<file path="src/rtl/vid_pkt_seq.sv">
module vid_pkt_seq #(
  parameter int HW = 16,
  parameter int VW = 12
) (
  input  logic          clk,
  input  logic          rst_n,
  input  logic          run,
  input  logic [VW-1:0] cfg_vsa,
  input  logic [VW-1:0] cfg_vbp,
  input  logic [VW-1:0] cfg_vact,
  input  logic [VW-1:0] cfg_vfp,
  input  logic [HW-1:0] cfg_hsa,
  input  logic [HW-1:0] cfg_hbp,
  input  logic [HW-1:0] cfg_hact,
  input  logic [HW-1:0] cfg_hfp,
  input  logic [HW-1:0] cfg_pad,
  input  logic          cfg_pulse,
  input  logic          cfg_burst,
  input  logic          cfg_skip_hsa,
  input  logic          cfg_skip_hbp,
  input  logic          cfg_skip_hfp,
  input  logic          cfg_hse,
  input  logic          cfg_auto_v,
  input  logic          cfg_no_eot,
  input  logic [1:0]    cfg_vc,
  input  logic [1:0]    cfg_fmt,
  output logic          pk_valid,
  input  logic          pk_ready,
  output logic [7:0]    pk_di,
  output logic [15:0]   pk_wc,
  output logic [5:0]    pk_ecc,
  output logic          pk_long,
  output logic          pk_pixel,
  output logic          frame_done
);
  localparam int LW = VW + 2;
  localparam int PW = HW + 4;
  localparam logic [5:0] T_VSS = 6'h01, T_VSE = 6'h11, T_HSS = 6'h21, T_HSE = 6'h31;
  localparam logic [5:0] T_EOT = 6'h08, T_NUL = 6'h09, T_BLK = 6'h19;
  localparam logic [23:0] M0 = 24'hF12CB7, M1 = 24'hF2555B, M2 = 24'h749A6D;
  localparam logic [23:0] M3 = 24'hB8E38E, M4 = 24'hDF03F0, M5 = 24'hEFFC00;

  logic          busy, fd;
  logic [LW-1:0] ln;
  logic [2:0]    slot;

  logic [VW-1:0] s_vsa, s_vbp, s_vact, s_vfp;
  logic [HW-1:0] s_hsa, s_hbp, s_hact, s_hfp, s_pad;
  logic          s_pulse, s_burst, s_skip_hsa, s_skip_hbp, s_skip_hfp, s_hse, s_auto, s_no_eot;
  logic [1:0]    s_vc, s_fmt;

  logic [LW-1:0] vsa_e, vbp_e, act_e, tot;
  assign vsa_e = s_auto ? '0 : LW'(s_vsa);
  assign vbp_e = vsa_e + (s_auto ? '0 : LW'(s_vbp));
  assign act_e = vbp_e + LW'(s_vact);
  assign tot   = act_e + LW'(s_vfp);

  logic in_act, last_ln;
  assign in_act  = (ln >= vbp_e) && (ln < act_e);
  assign last_ln = (ln == tot - 1'b1);

  logic [PW-1:0] px_bytes;
  logic [5:0]    px_type;
  always_comb begin
    case (s_fmt)
      2'd0:    begin px_type = 6'h0E; px_bytes = PW'(s_hact) << 1; end
      2'd1:    begin px_type = 6'h1E; px_bytes = (PW'(s_hact) * PW'(9)) >> 2; end
      2'd2:    begin px_type = 6'h2E; px_bytes = PW'(s_hact) * PW'(3); end
      default: begin px_type = 6'h3E; px_bytes = PW'(s_hact) * PW'(3); end
    endcase
  end

  logic        pres;
  logic [5:0]  typ;
  always_comb begin
    pres = 1'b0; typ = T_HSS; pk_wc = '0; pk_long = 1'b0; pk_pixel = 1'b0;
    case (slot)
      3'd0: begin
        pres = 1'b1;
        if (ln == '0 && vsa_e != '0)         typ = T_VSS;
        else if (ln == vsa_e && vsa_e != '0) typ = T_VSE;
        else                                 typ = T_HSS;
      end
      3'd1: begin pres = in_act & s_pulse & ~s_skip_hsa; typ = T_BLK; pk_wc = 16'(s_hsa); pk_long = 1'b1; end
      3'd2: begin pres = in_act ? s_pulse : s_hse; typ = T_HSE; end
      3'd3: begin pres = in_act & ~s_skip_hbp; typ = T_BLK; pk_wc = 16'(s_hbp); pk_long = 1'b1; end
      3'd4: begin pres = in_act; typ = px_type; pk_wc = 16'(px_bytes); pk_long = 1'b1; pk_pixel = 1'b1; end
      3'd5: begin pres = in_act & ~s_burst; typ = T_NUL; pk_wc = 16'(s_pad); pk_long = 1'b1; end
      3'd6: begin pres = in_act & ~s_skip_hfp; typ = T_BLK; pk_wc = 16'(s_hfp); pk_long = 1'b1; end
      default: begin pres = ~s_no_eot; typ = T_EOT; end
    endcase
  end

  assign pk_di    = {s_vc, typ};
  assign pk_valid = busy & pres;

  logic [23:0] hdr;
  assign hdr    = {pk_wc, pk_di};
  assign pk_ecc = {^(hdr & M5), ^(hdr & M4), ^(hdr & M3), ^(hdr & M2), ^(hdr & M1), ^(hdr & M0)};

  logic adv, end_ln, end_fr, start;
  assign adv    = busy & (pres ? pk_ready : 1'b1);
  assign end_ln = adv & (slot == 3'd7);
  assign end_fr = end_ln & last_ln;
  assign start  = run & (~busy | end_fr);

  always_ff @(posedge clk) begin
    if (!rst_n) begin
      busy <= 1'b0; ln <= '0; slot <= '0; fd <= 1'b0;
    end else begin
      fd <= end_fr;
      if (start) begin
        busy <= 1'b1; ln <= '0; slot <= '0;
      end else begin
        if (end_fr) busy <= 1'b0;
        if (adv) slot <= slot + 1'b1;
        if (end_ln) ln <= ln + 1'b1;
      end
    end
  end

  always_ff @(posedge clk) begin
    if (start) begin
      s_vsa <= cfg_vsa; s_vbp <= cfg_vbp; s_vact <= cfg_vact; s_vfp <= cfg_vfp;
      s_hsa <= cfg_hsa; s_hbp <= cfg_hbp; s_hact <= cfg_hact; s_hfp <= cfg_hfp; s_pad <= cfg_pad;
      s_pulse <= cfg_pulse; s_burst <= cfg_burst; s_skip_hsa <= cfg_skip_hsa;
      s_skip_hbp <= cfg_skip_hbp; s_skip_hfp <= cfg_skip_hfp; s_hse <= cfg_hse;
      s_auto <= cfg_auto_v; s_no_eot <= cfg_no_eot; s_vc <= cfg_vc; s_fmt <= cfg_fmt;
    end
  end

  assign frame_done = fd;

  AST_HOLD_STABLE: assert property (@(posedge clk) disable iff (!rst_n)
    pk_valid && !pk_ready |=> pk_valid && $stable(pk_di) && $stable(pk_wc) && $stable(pk_pixel));
  AST_DONE_PULSE: assert property (@(posedge clk) disable iff (!rst_n)
    frame_done |=> !frame_done);
  AST_SHORT_ZERO: assert property (@(posedge clk) disable iff (!rst_n)
    pk_valid && !pk_long |-> pk_wc == 16'h0000);
  AST_PIXEL_LONG: assert property (@(posedge clk) disable iff (!rst_n)
    pk_valid && pk_pixel |-> pk_long && pk_di[3:0] == 4'hE);
endmodule

</file>
<file path="config.mk">
export PLATFORM = sky130hd
export DESIGN_NAME = vid_pkt_seq
export DESIGN_NICKNAME = d
export VERILOG_FILES = /design/src/rtl/vid_pkt_seq.sv
export SDC_FILE = /design/constraint.sdc
export NUM_CORES = 1
export LEC_CHECK = 0
export BUFFER_PORTS_ARGS = -buffer_cell sky130_fd_sc_hd__buf_2
export CORE_MARGIN = 1
export CORE_UTILIZATION = 40
export DETAILED_ROUTE_END_ITERATION = 10
export PLACE_DENSITY = 0.62
export SLEW_MARGIN = 20
export SYNTH_ARGS = -nofsm -noshare
export SYNTH_HDL_FRONTEND = slang
export SYNTH_SLANG_ARGS = --single-unit
</file>
<file path="constraint.sdc">
create_clock -name clk -period 26.4 [get_ports clk]
set_clock_uncertainty 0.15 [all_clocks]
set_input_delay 1.32 -clock clk [delete_from_list [all_inputs] [get_ports clk]]
set_output_delay 1.32 -clock clk [all_outputs]
set_load 0.01 [all_outputs]
</file>
# [After elaboration in Yosys (flattened, before gate mapping)]
# Cells that the tools add are included.
[classes] add_sub_neg=6 mul=2 n_lt_le_gt_ge=2 eq_ne=11 n_mux=15 bitwise_logic=18 n_reduce_logical=17
[op_table] cell="XOR reduction 24 bit" n=6
[op_table] cell="case mux 16 bit (5 select lines)" n=1
[op_table] cell="case mux 16 bit (2 select lines)" n=1
[op_table] cell="case mux 6 bit (5 select lines)" n=1
[op_table] cell="two-way mux 12 bit" n=2
[op_table] cell="multiplier 16 x 4 -> 18 bit, second input constant" n=1
[op_table] cell="case mux 6 bit (3 select lines)" n=1
[op_table] cell="multiplier 16 x 2 -> 16 bit, second input constant" n=1
[op_table] cell="adder 13 x 12 -> 14 bit" n=1
[op_table] cell="adder 14 x 1 -> 14 bit, second input constant" n=1
[op_table] cell="adder 14 x 12 -> 14 bit" n=1
[op_table] cell="== test 14 x 12 -> 1 bit" n=1
[op_table] cell="== test 14 bit" n=1
[op_table] cell=">= comparator 14 x 13 -> 1 bit" n=1
[op_table] cell="logical NOT 14 bit" n=1
[op_table] cell="< comparator 14 bit" n=1
[op_table] cell="nonzero test 14 bit" n=1
[op_table] cell="subtractor 14 x 1 -> 14 bit, second input constant" n=1
[op_table] cell="adder 12 x 12 -> 13 bit" n=1
[op_table] cell="== test 3 bit, second input constant" n=4
[op_table] cell="two-way mux 6 bit" n=2
[op_table] cell="AND 1 bit" n=10
[op_table] cell="inverter 1 bit" n=7
[op_table] cell="case mux 1 bit (7 select lines)" n=1
[op_table] cell="14 further kinds" n=22
[totals] reg_bits=159 in_bits=144 out_inout_bits=34 elab_cells=94

# [Longest topological paths before layout]
[depth] depth_word=15 depth_mapped=30 depth_no_buf=27

# [Worst setup path after synthesis]
# Ideal clock, no wire load.
[synth_timing] path_kind="register -> register" start="reg s_auto" end="reg s_auto, enable pin" t_arrival_ns=9.327 setup_slack_ns=16.407 path_stages_with_launch=29 synth_period_minus_slack_ns=9.993 path_cell_list="edfxtp_1 -> clkbuf_1 -> clkbuf_1 -> nor2b_1 -> ha_1 -> fa_1 -> a21oi_2 -> o21ai_1 -> o41a_1 -> a21o_1 -> a21o_1 -> xor2_1 -> ha_1 -> clkbuf_1 -> nor2_1 -> nor2_1 -> a21oi_1 -> a211oi_4 -> xnor2_1 -> ha_1 -> and2_1 -> a22o_1 -> a311oi_1 -> nor3_1 -> a311o_1 -> nand3_1 -> nand4_2 -> o21ai_0 -> and2_1"
[synth_via] elab_chain_len=14 elab_cells_between_ends=23 cone_classes="4 x add/sub; 2 x order compare; 1 x eq/ne; 5 x mux; 10 x bitwise; 1 x reduce/logical"
[synth_lines] element="start, declared" line_no="49" source="logic s_pulse, s_burst, s_skip_hsa, s_skip_hbp, s_skip_hfp, s_hse, s_auto, s_no_eot;"
[synth_lines] element="start signal, assigned" line_no="128" source="s_auto <= cfg_auto_v; s_no_eot <= cfg_no_eot; s_vc <= cfg_vc; s_fmt <= cfg_fmt;"
[synth_lines] element="two-way mux 12 bit, on equally long branches" line_no="53, 54"
[synth_lines] element="adder 12 x 12 -> 13 bit *" line_no="54" source="assign vbp_e = vsa_e + (s_auto ? '0 : LW'(s_vbp));"
[synth_lines] element="parallel branches: the longest is 9 deep, another holds adder 13 x 12 -> 14 bit"
[synth_lines] element="AND 1 bit *" line_no="104" source="assign end_fr = end_ln & last_ln;"
[synth_lines] element="OR 1 bit *" line_no="105" source="assign start = run & (~busy | end_fr);"
[synth_lines] element="AND 1 bit *" line_no="105"
[synth_lines] element="named net start" line_no="101" source="logic adv, end_ln, end_fr, start;"
# Mark *: on every way through the listed nets, which the timed path passes.
# A chain may end at the register's enable or synchronous reset.

# [Worst setup path in the final report]
[layout_timing] start="reg s_auto" end="reg s_pad[13], enable pin"
[layout_via] elab_chain_len=14 elab_cells_between_ends=23 cone_classes="4 x add/sub; 2 x order compare; 1 x eq/ne; 5 x mux; 10 x bitwise; 1 x reduce/logical"
[layout_lines] element="two-way mux 12 bit, on equally long branches" line_no="53, 54"
[layout_lines] element="adder 12 x 12 -> 13 bit *" line_no="54"
[layout_lines] element="parallel branches: the longest is 9 deep, another holds adder 13 x 12 -> 14 bit"
[layout_lines] element="AND 1 bit *" line_no="104"
[layout_lines] element="OR 1 bit *" line_no="105"
[layout_lines] element="AND 1 bit *" line_no="105"
[layout_lines] element="named net start" line_no="101"
[layout_lines] element="end signal, assigned" line_no="125" source="s_hsa <= cfg_hsa; s_hbp <= cfg_hbp; s_hact <= cfg_hact; s_hfp <= cfg_hfp; s_pad <= cfg_pad;"
[layout_lines] element="end, declared" line_no="48" source="logic [HW-1:0] s_hsa, s_hbp, s_hact, s_hfp, s_pad;"
# Marks and branches as above.

==> impl_metrics.yaml <==
drt:
  routed.top_layer: "met5"
  wirelength_mm: 28.6
  wl_met3_mm: 1.53
  via_per_inst: 5.35
  met1Wirelength_mm: 13.0
  dr_wl_met2_mm: 13.4
  drt_iter0_drc: 564
  drc: 0
  antenna_left: 0
  vias: 8554
  first_pass_iters: 7
  wl_per_cell_um: 17.9
setup_path:
  worstSetupPathType: "reg2reg"
  worst_ep_required_time_ps: 26290
  path_max_fanout: 80
  arrival_ps: 8640
  cpMaxStageDelayCell: "buf_4"
  crit_top_cell: "a21oi_1"
  cp-end-kind: "register"
  cp_slowest_stage_delay_ps: 900
  crit_path_start_kind: "register"
layout:
  layout_common_cells: "177 x buf_2, 140 x edfxtp_1, 118 x ha_1, 86 x inv_1, 83 x xnor2_1"
  area_growth_pct: 16.3
  fin_util_pct: 47.8
  final_common_cell: "buf_2"
  fillers: 2556
  final_area_sq_mm: 0.0130
  final_nets: 1478
  drive_gt1_share_pct: 21.5
  fin_cells: 1600
  multiInputGateArea_sq_mm: 0.00612
  seqCellArea_sq_mm: 0.00458
run:
  drv_cap: 0
synthesis:
  synth-seq-cells: 159
  ys.warnings.count: 0
  synth_compound_area_share_pct: 17.3
  yosys.area_share.adder_pct: 14.1
  ys_dominant_reg_cell: "edfxtp_1"
  synth.avg_cell_area_sq_um: 10.7
  synthXorXnorAreaFrac_pct: 9.66
  asyncSetResetFlopFracSynth_pct: 0
  synth_top_family_by_area: "compound AO/OA/AOI/OAI gates"
  syn_area_sq_mm: 0.0112
  synth.area.mux_share_pct: 2.31
  synthSimpleGateAreaFrac_pct: 11.4
  synth_seq_area_share_pct: 41.0
  ys_types: 93
  synth.net_count: 1311
  syn_inst: 1044
  synth-edff-count: 140
cts:
  cts_tree: "done"
  clk_pin_slew_ps: 70
  clock_sinks: 159
  cts_setup_buffers: 0
  hold_buffers: 0
  clockBufferDepth: 2
  cts-root-buf: "clkbuf_16"
  clkLatencyLatePin_ps: 430
  cts_buffers: 17
  cts_resized: 0
  h-tree-depth: 4
placement:
  globalplace.congestion: 0.873
  dp_hpwl_mm: 22.0
  port_buffers: 177
  post-place-ws_ps: 17610
  placed_area_sq_mm: 0.0124
  place_inst: 1564
timing:
  finalSetupViolCount: 0
  rsz0062_at_grt: "no"
  worst_slack_ps: 17650
  finalMaxSlewViolations: 0
  worst_pin_slew_ps: 1110
  finalHoldViolCount: 0
  fmax_mhz: 114
  period_minus_slack_ps: 8750
  slew_headroom_pct: 24.9
  tns_ps: 0
  post-route-period-util_pct: 33.1
power:
  p_per_area_mw_per_mm2: 63.4
  power.leakage_nw: 5.39
  power_frac_comb_pct: 34.5
  power_frac_clock_pct: 29.5
  p_sw_w: 0.000272
  internal-power_w: 0.000551
  p_seq_share_pct: 36.0
  power_switching_share_pct: 33.1
  ir_drop_v: 0.0000450
global_route:
  grt_usage_pct: 20.4
  grt_first_pass_wirelength_mm: 44.3
  grt_overflow_total: 0
  grt_pass1_vias: 8284
  grt_max_degree: 81
  antenna_found_initial: 6
floorplan:
  die_h_um: 169
  die_area_sq_mm: 0.0286
  initial_core_util_pct: 41.1
  ioPinCount: 178
  rows: 60
  die_w_um: 169
  core_sq_mm: 0.0272
run_status:
  outcome: "complete, no violations"
worst_hold_path:
  hold_path.class: "reg2reg"
kinds of logic (layout without fill, tap and decap cells):
logic type,after synthesis,count (layout)
multiplexers,24,24
flip-flops,159,159
XOR/XNOR,117,117
AND/OR/NAND/NOR,236,236
buffers and inverters,120,300
AO/OA/AOI/OAI,265,265
other,0,4
adder cells (fa/ha/maj),123,123
synth_stat cells, types with 12 or more instances:
library cell  count  area [sq um]
nor2b_1          29           181
o21ai_0          34           170
nand2_1          46           173
a21oi_1          70           350
a222oi_1         12           120
edfxtp_1        140          4200
xnor2_1          83           727
nor2_1           44           165
inv_1            86           323
clkbuf_1         26          97.6
nor3_1           19          95.1
nand4_1          12          75.1
a21o_1           26           195
mux2_2           14           158
a211oi_1         12          90.1
xor2_1           30           263
ha_1            118          1480
dfxtp_1          19           380
nand3_1          26           130
metal layers:
metal | track usage [%] | vias to the layer above
met5 | 0 | -
met4 | 7.40 | 4
met3 | 4.65 | 52
met2 | 33.0 | 245
met1 | 26.8 | 4003
li1 | - | 4250
stage by stage:
| stage | power (W) | hold slack (ps) |
|---|---|---|
| finish | 0.000823 | 360 |
| global route | 0.000873 | 367 |
| CTS | 0.000831 | 358 |
| detailed placement | 0.000585 | 348 |
| global placement | 0.000581 | 337 |
| floorplan | 0.000518 | 316 |
final timing paths:
| path | start | endpoint | slack (ps) | depth (start not counted) |
|---|---|---|---|---|
| min | slot[0]$_SDFFE_PP0P_ | slot[0]$_SDFFE_PP0P_ | 360 | 2 |
| max reg2reg | s_auto$_DFFE_PP_ | s_pad[13]$_DFFE_PP_ | 17650 | 28 |
| min reg2reg | slot[0]$_SDFFE_PP0P_ | slot[0]$_SDFFE_PP0P_ | 360 | 2 |
| max | s_auto$_DFFE_PP_ | s_pad[13]$_DFFE_PP_ | 17650 | 28 |
power groups by stage:
stage                     Clock [W]  Sequential [W]  Combinational [W]
after floorplan                   0        0.000300           0.000219
after global placement            0        0.000302           0.000279
after detailed placement          0        0.000302           0.000283
after CTS                  0.000250        0.000296           0.000285
after global routing       0.000260        0.000297           0.000316
final                      0.000243        0.000296           0.000284
state kept, by name, summed over array words and instances (netlist names), 2 cells and up:
register  cells
s_vbp        12
s_vsa        12
s_vc          2
slot          3
s_hbp        16
ln           14
s_hact       16
s_vfp        12
s_fmt         2
s_hsa        16
s_pad        16
s_vact       12
s_hfp        16
worst max-delay path: cells and delay by family (launching register included):
family          cells  cell delay, ps
compound gates     14            2920
flops               1             670
xor+xnor            2             300
simple gates        8            2330
fa+ha+maj           3             950
buf+inv             1             900
layout make-up:
type | instances | share of cell area, %
diodes | 4 | 0.0770
clock buffers | 17 | 3.27
clock inverters | 15 | 1.15
inverters | 87 | 2.51
multi-input cells | 765 | 47.1
flip-flops and latches | 159 | 35.3
well taps | 372 | 3.58
repair buffers | 181 | 7.05
Power figures use the tool's default switching activity.
